==> src/rtl/mcg_pkg.sv <==
package mcg_pkg;

  typedef enum logic [2:0] {
    CYC_FETCH = 3'd0,
    CYC_MRD   = 3'd1,
    CYC_MWR   = 3'd2,
    CYC_IORD  = 3'd3,
    CYC_IOWR  = 3'd4
  } cyc_kind_e;

  typedef struct packed {
    logic io_m;
    logic s1;
    logic s0;
  } status_t;

  localparam int TS_W = 3;
  localparam int SHORT_FETCH_T = 4;
  localparam int LONG_FETCH_T = 6;
  localparam int BUS_T = 3;

  function automatic logic kind_ok(input logic [2:0] k);
    return k <= 3'd4;
  endfunction

  function automatic status_t status_of(input cyc_kind_e k);
    status_t s;
    case (k)
      CYC_FETCH: s = '{io_m: 1'b0, s1: 1'b1, s0: 1'b1};
      CYC_MRD:   s = '{io_m: 1'b0, s1: 1'b1, s0: 1'b0};
      CYC_MWR:   s = '{io_m: 1'b0, s1: 1'b0, s0: 1'b1};
      CYC_IORD:  s = '{io_m: 1'b1, s1: 1'b1, s0: 1'b0};
      default:   s = '{io_m: 1'b1, s1: 1'b0, s0: 1'b1};
    endcase
    return s;
  endfunction

  function automatic logic [TS_W-1:0] tcount_of(input cyc_kind_e k, input logic long_f);
    if (k == CYC_FETCH) return long_f ? TS_W'(LONG_FETCH_T) : TS_W'(SHORT_FETCH_T);
    return TS_W'(BUS_T);
  endfunction

  function automatic logic is_rd(input cyc_kind_e k);
    return (k == CYC_FETCH) || (k == CYC_MRD) || (k == CYC_IORD);
  endfunction

  function automatic logic is_wr(input cyc_kind_e k);
    return (k == CYC_MWR) || (k == CYC_IOWR);
  endfunction

  function automatic logic is_io(input cyc_kind_e k);
    return (k == CYC_IORD) || (k == CYC_IOWR);
  endfunction

endpackage

==> src/rtl/mcg_tseq.sv <==
module mcg_tseq
  import mcg_pkg::*;
(
  input  logic            clk,
  input  logic            rst,
  input  logic            start_i,
  input  logic            kind_ok_i,
  input  logic [TS_W-1:0] len_i,
  output logic            accept_o,
  output logic            busy_o,
  output logic [TS_W-1:0] tstate_o,
  output logic            phase_o,
  output logic            last_half_o,
  output logic            done_o
);

  logic [TS_W-1:0] len_q;

  assign accept_o    = start_i && kind_ok_i && !busy_o;
  assign last_half_o = busy_o && phase_o && (tstate_o == len_q);

  always_ff @(posedge clk) begin
    if (rst) begin
      busy_o   <= 1'b0;
      tstate_o <= TS_W'(1);
      phase_o  <= 1'b0;
      len_q    <= TS_W'(BUS_T);
      done_o   <= 1'b0;
    end else begin
      done_o <= last_half_o;
      if (accept_o) begin
        busy_o   <= 1'b1;
        tstate_o <= TS_W'(1);
        phase_o  <= 1'b0;
        len_q    <= len_i;
      end else if (busy_o) begin
        phase_o <= !phase_o;
        if (phase_o) begin
          if (last_half_o) busy_o <= 1'b0;
          else tstate_o <= tstate_o + TS_W'(1);
        end
      end
    end
  end

endmodule

==> src/rtl/mcg_req_reg.sv <==
module mcg_req_reg
  import mcg_pkg::*;
#(
  parameter int DW = 8,
  localparam int AW = 2 * DW
)(
  input  logic          clk,
  input  logic          rst,
  input  logic          accept_i,
  input  logic [2:0]    kind_i,
  input  logic [AW-1:0] addr_i,
  input  logic [DW-1:0] wdata_i,
  output cyc_kind_e     kind_q,
  output logic [AW-1:0] addr_q,
  output logic [DW-1:0] wdata_q,
  output status_t       status_q
);

  always_ff @(posedge clk) begin
    if (rst) begin
      kind_q   <= CYC_FETCH;
      addr_q   <= '0;
      wdata_q  <= '0;
      status_q <= '0;
    end else if (accept_i) begin
      kind_q   <= cyc_kind_e'(kind_i);
      addr_q   <= addr_i;
      wdata_q  <= wdata_i;
      status_q <= status_of(cyc_kind_e'(kind_i));
    end
  end

endmodule

==> src/rtl/mcg_bus_drv.sv <==
module mcg_bus_drv
  import mcg_pkg::*;
#(
  parameter int DW = 8,
  localparam int AW = 2 * DW
)(
  input  logic            clk,
  input  logic            rst,
  input  logic            busy_i,
  input  logic [TS_W-1:0] tstate_i,
  input  logic            phase_i,
  input  cyc_kind_e       kind_i,
  input  logic [AW-1:0]   addr_i,
  input  logic [DW-1:0]   wdata_i,
  input  logic [DW-1:0]   rdata_i,
  output logic            ale_o,
  output logic            rd_n_o,
  output logic            wr_n_o,
  output logic [DW-1:0]   addr_hi_o,
  output logic [DW-1:0]   ad_o,
  output logic            ad_oe_o,
  output logic            tclk_o,
  output logic            sample_o,
  output logic [DW-1:0]   rdata_o
);

  logic in_t1, strobe_win;
  logic [DW-1:0] lo_addr;

  assign in_t1      = busy_i && (tstate_i == TS_W'(1));
  assign strobe_win = busy_i && ((tstate_i == TS_W'(2)) || (tstate_i == TS_W'(3)));
  assign sample_o   = busy_i && is_rd(kind_i) && (tstate_i == TS_W'(3)) && phase_i;

  assign lo_addr   = addr_i[DW-1:0];
  assign addr_hi_o = is_io(kind_i) ? lo_addr : addr_i[AW-1:DW];

  always_comb begin
    ale_o   = in_t1 && !phase_i;
    tclk_o  = busy_i && !phase_i;
    rd_n_o  = !(strobe_win && is_rd(kind_i));
    wr_n_o  = !(strobe_win && is_wr(kind_i));
    ad_oe_o = 1'b0;
    ad_o    = '0;
    if (in_t1) begin
      ad_oe_o = 1'b1;
      ad_o    = lo_addr;
    end else if (strobe_win && is_wr(kind_i)) begin
      ad_oe_o = 1'b1;
      ad_o    = wdata_i;
    end
  end

  always_ff @(posedge clk) begin
    if (rst) rdata_o <= '0;
    else if (sample_o) rdata_o <= rdata_i;
  end

endmodule

==> src/rtl/mcg_cycle_gen.sv <==
module mcg_cycle_gen
  import mcg_pkg::*;
#(
  parameter int DW = 8,
  localparam int AW = 2 * DW
)(
  input  logic          clk,
  input  logic          rst,
  input  logic          start_i,
  input  logic [2:0]    kind_i,
  input  logic [AW-1:0] addr_i,
  input  logic [DW-1:0] wdata_i,
  input  logic          long_fetch_i,
  input  logic [DW-1:0] rdata_i,
  output logic          io_m_o,
  output logic          s1_o,
  output logic          s0_o,
  output logic          ale_o,
  output logic          rd_n_o,
  output logic          wr_n_o,
  output logic [DW-1:0] addr_hi_o,
  output logic [DW-1:0] ad_o,
  output logic          ad_oe_o,
  output logic          tclk_o,
  output logic          busy_o,
  output logic          done_o,
  output logic [DW-1:0] rdata_o
);

  logic            accept_w;
  logic            last_half_w;
  logic            sample_w;
  logic            phase_w;
  logic [TS_W-1:0] tstate_w;
  logic [TS_W-1:0] len_w;
  cyc_kind_e       kind_q;
  logic [AW-1:0]   addr_q;
  logic [DW-1:0]   wdata_q;
  status_t         status_q;

  assign len_w = tcount_of(cyc_kind_e'(kind_i), long_fetch_i);

  mcg_tseq seq_i (
    .clk(clk), .rst(rst), .start_i(start_i), .kind_ok_i(kind_ok(kind_i)),
    .len_i(len_w), .accept_o(accept_w), .busy_o(busy_o), .tstate_o(tstate_w),
    .phase_o(phase_w), .last_half_o(last_half_w), .done_o(done_o)
  );

  mcg_req_reg #(.DW(DW)) req_i (
    .clk(clk), .rst(rst), .accept_i(accept_w), .kind_i(kind_i),
    .addr_i(addr_i), .wdata_i(wdata_i), .kind_q(kind_q), .addr_q(addr_q),
    .wdata_q(wdata_q), .status_q(status_q)
  );

  mcg_bus_drv #(.DW(DW)) drv_i (
    .clk(clk), .rst(rst), .busy_i(busy_o), .tstate_i(tstate_w),
    .phase_i(phase_w), .kind_i(kind_q), .addr_i(addr_q), .wdata_i(wdata_q),
    .rdata_i(rdata_i), .ale_o(ale_o), .rd_n_o(rd_n_o), .wr_n_o(wr_n_o),
    .addr_hi_o(addr_hi_o), .ad_o(ad_o), .ad_oe_o(ad_oe_o), .tclk_o(tclk_o),
    .sample_o(sample_w), .rdata_o(rdata_o)
  );

  assign io_m_o = status_q.io_m;
  assign s1_o   = status_q.s1;
  assign s0_o   = status_q.s0;

endmodule

==> config.mk <==
export PLATFORM = sky130hd
export DESIGN_NAME = mcg_cycle_gen
export DESIGN_NICKNAME = d
export VERILOG_FILES = /design/src/rtl/mcg_pkg.sv /design/src/rtl/mcg_tseq.sv /design/src/rtl/mcg_req_reg.sv /design/src/rtl/mcg_bus_drv.sv /design/src/rtl/mcg_cycle_gen.sv
export SDC_FILE = /design/constraint.sdc
export NUM_CORES = 1
export LEC_CHECK = 0
export ABC_CLOCK_PERIOD_IN_PS = 5000
export BUFFER_PORTS_ARGS = -buffer_cell sky130_fd_sc_hd__buf_4
export CAP_MARGIN = 20
export CELL_PAD_IN_SITES_DETAIL_PLACEMENT = 0
export CELL_PAD_IN_SITES_GLOBAL_PLACEMENT = 2
export CORE_MARGIN = 4
export CORE_UTILIZATION = 29
export CTS_BUF_LIST = sky130_fd_sc_hd__clkbuf_16
export CTS_CLUSTER_SIZE = 14
export DETAILED_ROUTE_END_ITERATION = 12
export GPL_TIMING_DRIVEN = 0
export PLACE_DENSITY_LB_ADDON = 0.08
export SYNTH_ARGS = -nofsm -noshare
export SYNTH_HDL_FRONTEND = slang
export SYNTH_SLANG_ARGS = --single-unit
==> constraint.sdc <==
create_clock -name clk -period 5 [get_ports clk]
set_clock_uncertainty 0.05 [all_clocks]
set_input_delay 0.5 -clock clk [delete_from_list [all_inputs] [get_ports clk]]
set_output_delay 0.5 -clock clk [all_outputs]
set_load 0.005 [all_outputs]
==> impl_metrics.toml, run 1 <==
[sta]
drv_slew = 0
grt_setup_unrepaired = "false"
period_minus_slack_ps = 2640
setup_viol = 0
fmax_mhz = 379
slew_headroom = 0.627
fin_crit_sh = 0.527
worst_pin_slew_ps = 558
tns_ps = 0
finalHoldViolCount = 0

[worst_hold_path]
min_path_type = "primary input to flop"

[detailed_routing]
first_iter_violations = 107
ant_nets = 0
wire_per_inst_um = 13.7
via_count = 1981
dr.pass1.iters = 5
drc = 0
viasPerCell = 4.53
drt_wl_total_mm = 5.99

[final_layout]
drive_above_1_share = 0.293
n_fill_cell = 762
antennaDiodeCount = 0
stdcell_count = 437
syn2layout_area_growth_pct = 39.2
nets = 383

[setup_path]
cp-start-kind = "flop"
critPathKind = "flop to output pin"
worstSetupEndpointType = "output pin"
critical_path_required_ps = 4450
path_max_fanout = 10
arrival_ps = 2090

[global_routing]
grt_max_degree = 16
antenna_found_initial = 0
grt_pass1_vias = 2026
grt_util_all_layers = 0.145
grt_overflow = 0
grt_pass1_wl_mm = 9.87

[logic_synthesis]
synth-edff-count = 0
ys_ff_latch = 47
syn_nets = 305
synth_top_flop_cell = "dfxtp_1"
synthCells = 262
yosysWarnings = 0
async_flop_share = 0
ys_seq_area_frac = 0.449
synth_area_um2 = 2100
synth_cell_types = 36
syn_area_per_cell_um2 = 8.00

[floorplan]
rows = 30
core-area_um2 = 6910
die_h_um = 93.0
io_pins = 73
fp.dieW_um = 93.0
dieArea_um2 = 8650
start_util = 0.303

[cts]
clk_pin_slew_ps = 70
clk_latency_ps = 290
cts_made_buffers = 5
ctsLongestPathBuffers = 2
cts_root_buf = "clkbuf_16"
cts_tree = "yes"
cts_hold_buffers = 0
cts_setup_buffers = 0
htree_levels = 2
cts_resized = 0
clock-sinks = 47

[pwr]
power_uw = 903
powerDensity_nw_per_um2 = 310
power.leakage_nw = 1.21
vdd_drop_max_v = 0.000125

[place]
place_inst = 429
routabilityCongestion = 0.729
hpwl_mm = 4.45
io_buffers = 71

[outcome]
status = "complete, no violations"

[flow_run]
cap_violations = 0
-- cells in the final DEF (no fill, tap or decap), drive strengths merged --
master,instances
buf,80
nand2,77
dfxtp,47
a21oi,34
nor2,19
o21ai,12
clkbuf,12
mux2,8
mux2i,8
inv,5
a211oi,5
xnor2,4
ha,4
or3,3
nand2b,3
nor3,3
nand3,3
a31oi,2
clkinv,2
nor2b,1
and3,1
and2b,1
a211o,1
o21a,1
o21bai,1
a21o,1
a41oi,1
a2111oi,1
bufinv,1
-- state kept, by name (all words and copies together) (netlist names), 3 cells and up --
signal	count
seq_i.tstate_o	3
seq_i.len_q	3
drv_i.rdata_o	8
req_i.wdata_q	8
req_i.kind_q	3
req_i.status_q	3
req_i.addr_q	16
-- synth_stat cells (2+ instances only) --
cell type  count  area share
nand2_1       77        0.14
dfxtp_1       47        0.45
a21oi_1       33       0.079
nor2_1        18       0.032
mux2_2         8       0.043
mux2i_1        8       0.038
o21ai_0        8       0.019
buf_2          6       0.014
clkbuf_1       6       0.011
inv_1          5      0.0090
a211oi_1       4       0.014
ha_1           4       0.024
o21ai_1        4      0.0096
xnor2_1        4       0.017
nand2b_1       3      0.0090
nor3_1         3      0.0072
or3_1          3      0.0090
buf_1          2      0.0036
nand3_1        2      0.0048
-- path summary, 6_finish.rpt --
path,start,to,slack [ps],cells past startpoint
max reg2reg,seq_i.tstate_o[1],drv_i.rdata_o[6],3120,6
max,seq_i.tstate_o[1],ad_o[0],2360,7
min,kind_i[0],req_i.status_q[0],390,2
min reg2reg,req_i.addr_q[10],req_i.addr_q[10],400,2
-- layer usage --
metal,up-vias,share of wire,global-route usage
met3,5,0.058,0.0394
li1,1029,-,-
met4,0,0.010,0.0440
met2,50,0.46,0.230
met5,-,0,0
met1,897,0.47,0.193
-- cell type report --
cell class                      count  area (µm²)  area share
Multi-Input combinational cell    194        1060       0.364
Tap cell                           96         120      0.0412
Inverter                            5        18.8     0.00643
Clock inverter                      3        43.8      0.0150
Timing Repair Buffer               71         533       0.183
Sequential cell                    47         941       0.322
Clock buffer                        5         125      0.0429
Buffer                             16        72.6      0.0249
-- stage by stage --
step	instance area, µm²	util	setup WS, ps	hold slack (ps)
global placement	2750	0.398	2610	391
floorplan	2100	-	2960	383
CTS	2920	0.422	2360	385
global route	2920	0.422	2200	402
finish	2920	0.422	2360	390
detailed placement	2750	0.398	2680	395
-- critical path, cell delays in order (launching register included) --
cell and delay, ps:
dfxtp_1 420, ha_1 180, ha_1 170, o21ai_0 120, or3_1 350, buf_2 190
o21ai_0 210, buf_4 150
-- cells by family (layout without fill, tap and decap cells) --
logic type	count (synthesis)	in the layout	share of synthesized area
simple gates	111	111	0.217
compound gates	59	59	0.168
flops	47	47	0.449
buf+inv	21	100	0.0436
mux	16	16	0.0812
fa+ha+maj	4	4	0.0239
xor+xnor	4	4	0.0167
-- power breakdown --
part           total [mW]  internal [mW]  switching (mW)
sequential          0.402          0.391          0.0109
combinational       0.120         0.0579          0.0617
clock               0.382          0.236           0.146
total               0.903          0.685           0.219
Power figures use the tool's default switching activity.
==> inputs of run 2 (changes only) <==
--- a/config.mk
+++ b/config.mk
@@ -5,13 +5,14 @@
 export SDC_FILE = /design/constraint.sdc
 export NUM_CORES = 1
 export LEC_CHECK = 0
-export ABC_CLOCK_PERIOD_IN_PS = 5000
+export ABC_AREA = 1
+export ABC_CLOCK_PERIOD_IN_PS = 2580
 export BUFFER_PORTS_ARGS = -buffer_cell sky130_fd_sc_hd__buf_4
 export CAP_MARGIN = 20
 export CELL_PAD_IN_SITES_DETAIL_PLACEMENT = 0
 export CELL_PAD_IN_SITES_GLOBAL_PLACEMENT = 2
 export CORE_MARGIN = 4
-export CORE_UTILIZATION = 29
+export CORE_UTILIZATION = 26
 export CTS_BUF_LIST = sky130_fd_sc_hd__clkbuf_16
 export CTS_CLUSTER_SIZE = 14
 export DETAILED_ROUTE_END_ITERATION = 12
==> constraint.sdc (replaced) <==
create_clock -name clk -period 2.58 [get_ports clk]
set_clock_uncertainty 0.05 [all_clocks]
set_input_delay 0.258 -clock clk [delete_from_list [all_inputs] [get_ports clk]]
set_output_delay 0.258 -clock clk [all_outputs]
set_load 0.005 [all_outputs]
==> impl_metrics.toml, run 2 <==
[outcome]
status = "complete, no violations"

[sta]
tns_ps = 0
worst_pin_slew_ps = 475
slew_headroom = 0.684
fin_crit_sh = 0.887
finalHoldViolCount = 0
drv_slew = 0
period_minus_slack_ps = 2290
setup_viol = 0
fmax_mhz = 437
grt_setup_unrepaired = "false"

[detailed_routing]
wire_per_inst_um = 14.2
first_iter_violations = 89
drc = 0
via_count = 2079
dr.pass1.iters = 4
ant_nets = 0
viasPerCell = 4.42
drt_wl_total_mm = 6.66

[pwr]
powerDensity_nw_per_um2 = 633
intPower_mw = 1.43
seqPwrFrac = 0.418
switching_share = 0.235
p_switching_uw = 439
power.leakage_nw = 1.29
vdd_drop_max_v = 0.000277
p_clk_frac = 0.447
power_mw = 1.87
pwr-share-comb = 0.135

[cts]
cts_setup_buffers = 0
cts_root_buf = "clkbuf_16"
ctsLongestPathBuffers = 2
cts_hold_buffers = 0
htree_levels = 2
clk_latency_ps = 290
clock-sinks = 47
cts_tree = "yes"
cts_resized = 0
cts_made_buffers = 5
clk_pin_slew_ps = 70

[logic_synthesis]
synthCells = 289
synth_top_area_share = 0.450
synth_top_flop_cell = "dfxtp_1"
ys_seq_area_frac = 0.450
yosysWarnings = 0
synth_cell_types = 22
synth-edff-count = 0
ys_ff_latch = 47
synth_area_um2 = 2090
yosysMostFrequentCell = "nand2_1"
synth_area_leaders = "dfxtp_1 (45%), nand2_1 (16%), a21oi_1 (9.1%)"
synthTopCellsByCount = "nand2_1 (91), dfxtp_1 (47), a21oi_1 (38), o21ai_0 (28), inv_1 (24)"
yosysTopAreaCell = "dfxtp_1"
syn_nets = 332
async_flop_share = 0
syn_area_per_cell_um2 = 7.23

[place]
postPlaceCellArea_um2 = 2750
hpwl_mm = 5.11
io_buffers = 71
routabilityCongestion = 0.747
place_inst = 462

[final_layout]
drive_above_1_share = 0.264
n_fill_cell = 893
mostFrequentLayoutCells = "nand2_1 (91), buf_4 (71), dfxtp_1 (47), a21oi_1 (37), o21ai_0 (28)"
largest_register = "req_i.addr_q"
stdcell_count = 470
nets = 410
top_regs = "req_i.addr_q (16), drv_i.rdata_o (8), req_i.wdata_q (8)"
post-route-util = 0.380
multi_input_area_um2 = 975
largest_reg_flops = 16
antennaDiodeCount = 0
regArea_um2 = 941
syn2layout_area_growth_pct = 41.2
final_common_cell = "nand2_1"
final_cell_area_um2 = 2950

[setup_path]
cp-start-kind = "flop"
r2r-start = "seq_i.tstate_o[0]"
arrival_ps = 1980
critPathMaxStageDelay_ps = 430
critPathKind = "flop to output pin"
critical_path_required_ps = 2270
r2r_cells = 7
path_max_fanout = 10
worstSetupEndpointType = "output pin"
cp_common_cell = "ha_1"
crit_start = "seq_i.tstate_o[0]"
path_cells = "ha_1, ha_1, inv_1, a21oi_2, nand3b_4, o21ai_0, buf_4"
cp_slowest_cell = "dfxtp_1"

[worst_hold_path]
hold_depth = 3
min_path_type = "primary input to flop"
min_from = "long_fetch_i"

[floorplan]
io_pins = 73
core-area_um2 = 7770
dieArea_um2 = 9540
die_h_um = 97.7
start_util = 0.269
fp.dieW_um = 97.7
rows = 32

[global_routing]
antenna_found_initial = 0
grt_pass1_wl_mm = 10.6
grt_overflow = 0
grt_pass1_vias = 2049
grt_util_all_layers = 0.141
grt_max_degree = 15

[flow_run]
cap_violations = 0
## run 2: cell count changes in the layout (fill, tap and decap cells not counted), moves of 3 or more
cell	previous run	this run
mux2_2	8	0
o21ai_0	8	28
nor2_1	18	9
a211oi_1	4	0
a21oi_1	33	37
inv_1	5	25
xnor2_1	4	1
nand2b_1	3	0
mux2i_1	8	0
or3_1	3	0
clkbuf_1	6	2
nand2_1	77	91
nand3_1	2	20
buf_6	0	5
## run 2: worst paths after layout
check | end | slack, ps
setup / recovery | ad_o[6] | 290
hold / removal | seq_i.len_q[1] | 160
hold reg to reg | req_i.addr_q[8] | 410
setup reg to reg | drv_i.rdata_o[2] | 850
## run 2: power groups by stage
| stage | combinational (mW) | sequential (mW) | clock, mW |
|---|---|---|---|
| 2_1_floorplan | 0.130 | 0.794 | 0 |
| 3_3_place_gp | 0.257 | 0.798 | 0 |
| 3_5_place_dp | 0.256 | 0.798 | 0 |
| 4_1_cts | 0.257 | 0.781 | 0.859 |
| 5_1_grt | 0.287 | 0.786 | 0.886 |
| 6_report | 0.253 | 0.781 | 0.835 |
## run 2: through the flow
stage          setup WS, ps  hold WS [ps]
6_report                292           161
5_1_grt                 138           172
4_1_cts                73.4           153
3_5_place_dp            394           405
3_3_place_gp            345           403
2_1_floorplan           974           339
## run 2: layout make-up
cell class,instances,area share
clock buffers,5,0.0424
multi-input cells,204,0.330
plain buffers,13,0.0318
flip-flops and latches,47,0.319
inverters,25,0.0318
repair buffers,71,0.181
well taps,102,0.0432
clock inverters,3,0.0216
## run 2: worst max-delay path, delay by kind of cell, from the launching register on
kind	cells	cell delay (ps)
buffers and inverters	2	230
adders and majority gates	2	320
DFF	1	430
AOI/OAI and AO/OA	2	500
and+or+nand+nor	1	210
## run 2: per-layer routing
layer  track usage  wire length (µm)  part of all wire
met3        0.0431               367             0.055
met4        0.0351                74             0.011
met2         0.226              3030              0.45
met1         0.184              3190              0.48
met5             0                 0                 0
## run 2: cell families (layout without fill, tap and decap cells)
group,count (synthesis),after routing,share of synthesized area
AOI/OAI and AO/OA,72,72,0.179
xor gates and xnor gates,1,1,0.00419
adders and majority gates,4,4,0.0239
buffers and inverters,38,117,0.0898
DFF,47,47,0.450
and+or+nand+nor,127,127,0.253
==> inputs of run 3 (changes only) <==
--- a/config.mk
+++ b/config.mk
@@ -6,13 +6,13 @@
 export NUM_CORES = 1
 export LEC_CHECK = 0
 export ABC_AREA = 1
-export ABC_CLOCK_PERIOD_IN_PS = 2580
+export ABC_CLOCK_PERIOD_IN_PS = 3000
 export BUFFER_PORTS_ARGS = -buffer_cell sky130_fd_sc_hd__buf_4
 export CAP_MARGIN = 20
 export CELL_PAD_IN_SITES_DETAIL_PLACEMENT = 0
 export CELL_PAD_IN_SITES_GLOBAL_PLACEMENT = 2
 export CORE_MARGIN = 4
-export CORE_UTILIZATION = 26
+export CORE_UTILIZATION = 28
 export CTS_BUF_LIST = sky130_fd_sc_hd__clkbuf_16
 export CTS_CLUSTER_SIZE = 14
 export DETAILED_ROUTE_END_ITERATION = 12
==> constraint.sdc (replaced) <==
create_clock -name clk -period 3 [get_ports clk]
set_clock_uncertainty 0.05 [all_clocks]
set_input_delay 0.3 -clock clk [delete_from_list [all_inputs] [get_ports clk]]
set_output_delay 0.3 -clock clk [all_outputs]
set_load 0.005 [all_outputs]
==> impl_metrics.toml, run 3 (synthesis results as in run 2) <==
[outcome]
status = "complete, no violations"

[detailed_routing]
drc = 0
wire_per_inst_um = 14.0
drt_wl_total_mm = 6.52
first_iter_violations = 87
ant_nets = 0
dr.pass1.iters = 4
via_count = 2077
viasPerCell = 4.45

[sta]
worst_pin_slew_ps = 496
finalHoldViolCount = 0
slew_headroom = 0.669
finalWorstSetupSlack_ps = 545
drv_slew = 0
fin_hold_ws_ps = 188
setup_viol = 0
fmax_mhz = 407
period_minus_slack_ps = 2460
grt_setup_unrepaired = "false"
fin_crit_sh = 0.818
tns_ps = 0

[final_layout]
final_common_cell = "nand2_1"
syn2layout_area_growth_pct = 38.4
top_regs = "req_i.addr_q (16), drv_i.rdata_o (8), req_i.wdata_q (8)"
stdcell_count = 467
antennaDiodeCount = 0
drive_above_1_share = 0.261
n_fill_cell = 819
final_cell_area_um2 = 2890
largest_reg_flops = 16
largest_register = "req_i.addr_q"
mostFrequentLayoutCells = "nand2_1 (91), buf_4 (71), dfxtp_1 (47), a21oi_1 (38), o21ai_0 (28)"
post-route-util = 0.399
nets = 410

[place]
place_ws_ps = 829
postPlaceCellArea_um2 = 2750
io_buffers = 71
routabilityCongestion = 0.716
place_inst = 459
hpwl_mm = 4.98

[cts]
cts_resized = 0
clk_latency_ps = 290
cts_setup_buffers = 0
cts_hold_buffers = 0
cts_made_buffers = 5
htree_levels = 2
ctsLongestPathBuffers = 2
cts_root_buf = "clkbuf_16"
cts_tree = "yes"
clk_pin_slew_ps = 70
clock-sinks = 47

[setup_path]
arrival_ps = 2110
critPathKind = "flop to output pin"
critical_path_required_ps = 2650
cp-start-kind = "flop"
cp_top_family = "compound AO/OA/AOI/OAI gates"
r2r-start = "seq_i.tstate_o[0]"
crit_start = "seq_i.tstate_o[0]"
cp_slowest_cell = "dfxtp_1"
worstSetupEndpointType = "output pin"
critPathMaxStageDelay_ps = 420
cp_num_buf_inv = 2
cp_common_cell = "ha_1"
path_cells = "ha_1, ha_1, inv_1, a21oi_1, nand3b_2, o21ai_0, buf_4"
path_max_fanout = 10

[floorplan]
rows = 31
start_util = 0.288
fp.dieW_um = 94.4
dieArea_um2 = 8910
io_pins = 73
core-area_um2 = 7250
die_h_um = 94.4

[pwr]
seqPwrFrac = 0.464
vdd_drop_max_v = 0.000201
powerDensity_nw_per_um2 = 501
p_switching_uw = 387
power.leakage_nw = 1.26
intPower_mw = 1.06
power_mw = 1.45
switching_share = 0.267
p_clk_frac = 0.387
pwr-share-comb = 0.149

[global_routing]
grt_overflow = 0
grt_util_all_layers = 0.154
grt_max_degree = 16
antenna_found_initial = 0
grt_pass1_wl_mm = 10.4
grt_pass1_vias = 1993

[worst_hold_path]
min_path_type = "primary input to flop"
min_from = "long_fetch_i"

[flow_run]
cap_violations = 0
run 3: cell count changes in the layout (fill, tap and decap cells not counted), sizes merged:
cell	previous run	this run
clkinvlp	0	1
bufinv	2	0
clkinv	0	2
inv	26	25
run 3: routing by layer:
layer | wire length (µm) | GRT usage | up-vias
li1 | - | - | 1094
met1 | 3300 | 0.226 | 919
met2 | 2660 | 0.219 | 58
met3 | 472 | 0.0398 | 6
met4 | 89 | 0.0505 | 0
met5 | 0 | 0 | -
run 3: worst register-to-register path, cell delays in order, from the launching register on:
cell	delay (ps)
dfxtp_1	420
ha_1	180
ha_1	140
inv_1	70
nor2_4	280
nand2_1	270
nand2_1	130
a21oi_1	60
run 3: final cells by class:
type / instances / area [µm²] / area share
plain buffers: 13 / 93.8 / 0.0324
inverters: 25 / 93.8 / 0.0324
repair buffers: 71 / 533 / 0.184
flip-flops and latches: 47 / 941 / 0.325
well taps: 99 / 124 / 0.0428
clock inverters: 3 / 20.0 / 0.00692
clock buffers: 5 / 125 / 0.0433
multi-input cells: 204 / 962 / 0.333
run 3: final timing paths:
path                        to  slack (ps)  depth (start not counted)
min reg2reg  req_i.status_q[1]         410                          2
max                    ad_o[5]         540                          7
min             seq_i.len_q[1]         190                          3
max reg2reg   drv_i.rdata_o[1]        1270                          7
run 3: power groups by stage:
| stage | Combinational, mW | Clock [mW] | Sequential (mW) |
|---|---|---|---|
| 2_1_floorplan | 0.112 | 0 | 0.683 |
| 3_3_place_gp | 0.220 | 0 | 0.687 |
| 3_5_place_dp | 0.220 | 0 | 0.687 |
| 4_1_cts | 0.221 | 0.567 | 0.673 |
| 5_1_grt | 0.245 | 0.599 | 0.677 |
| 6_report | 0.215 | 0.561 | 0.673 |
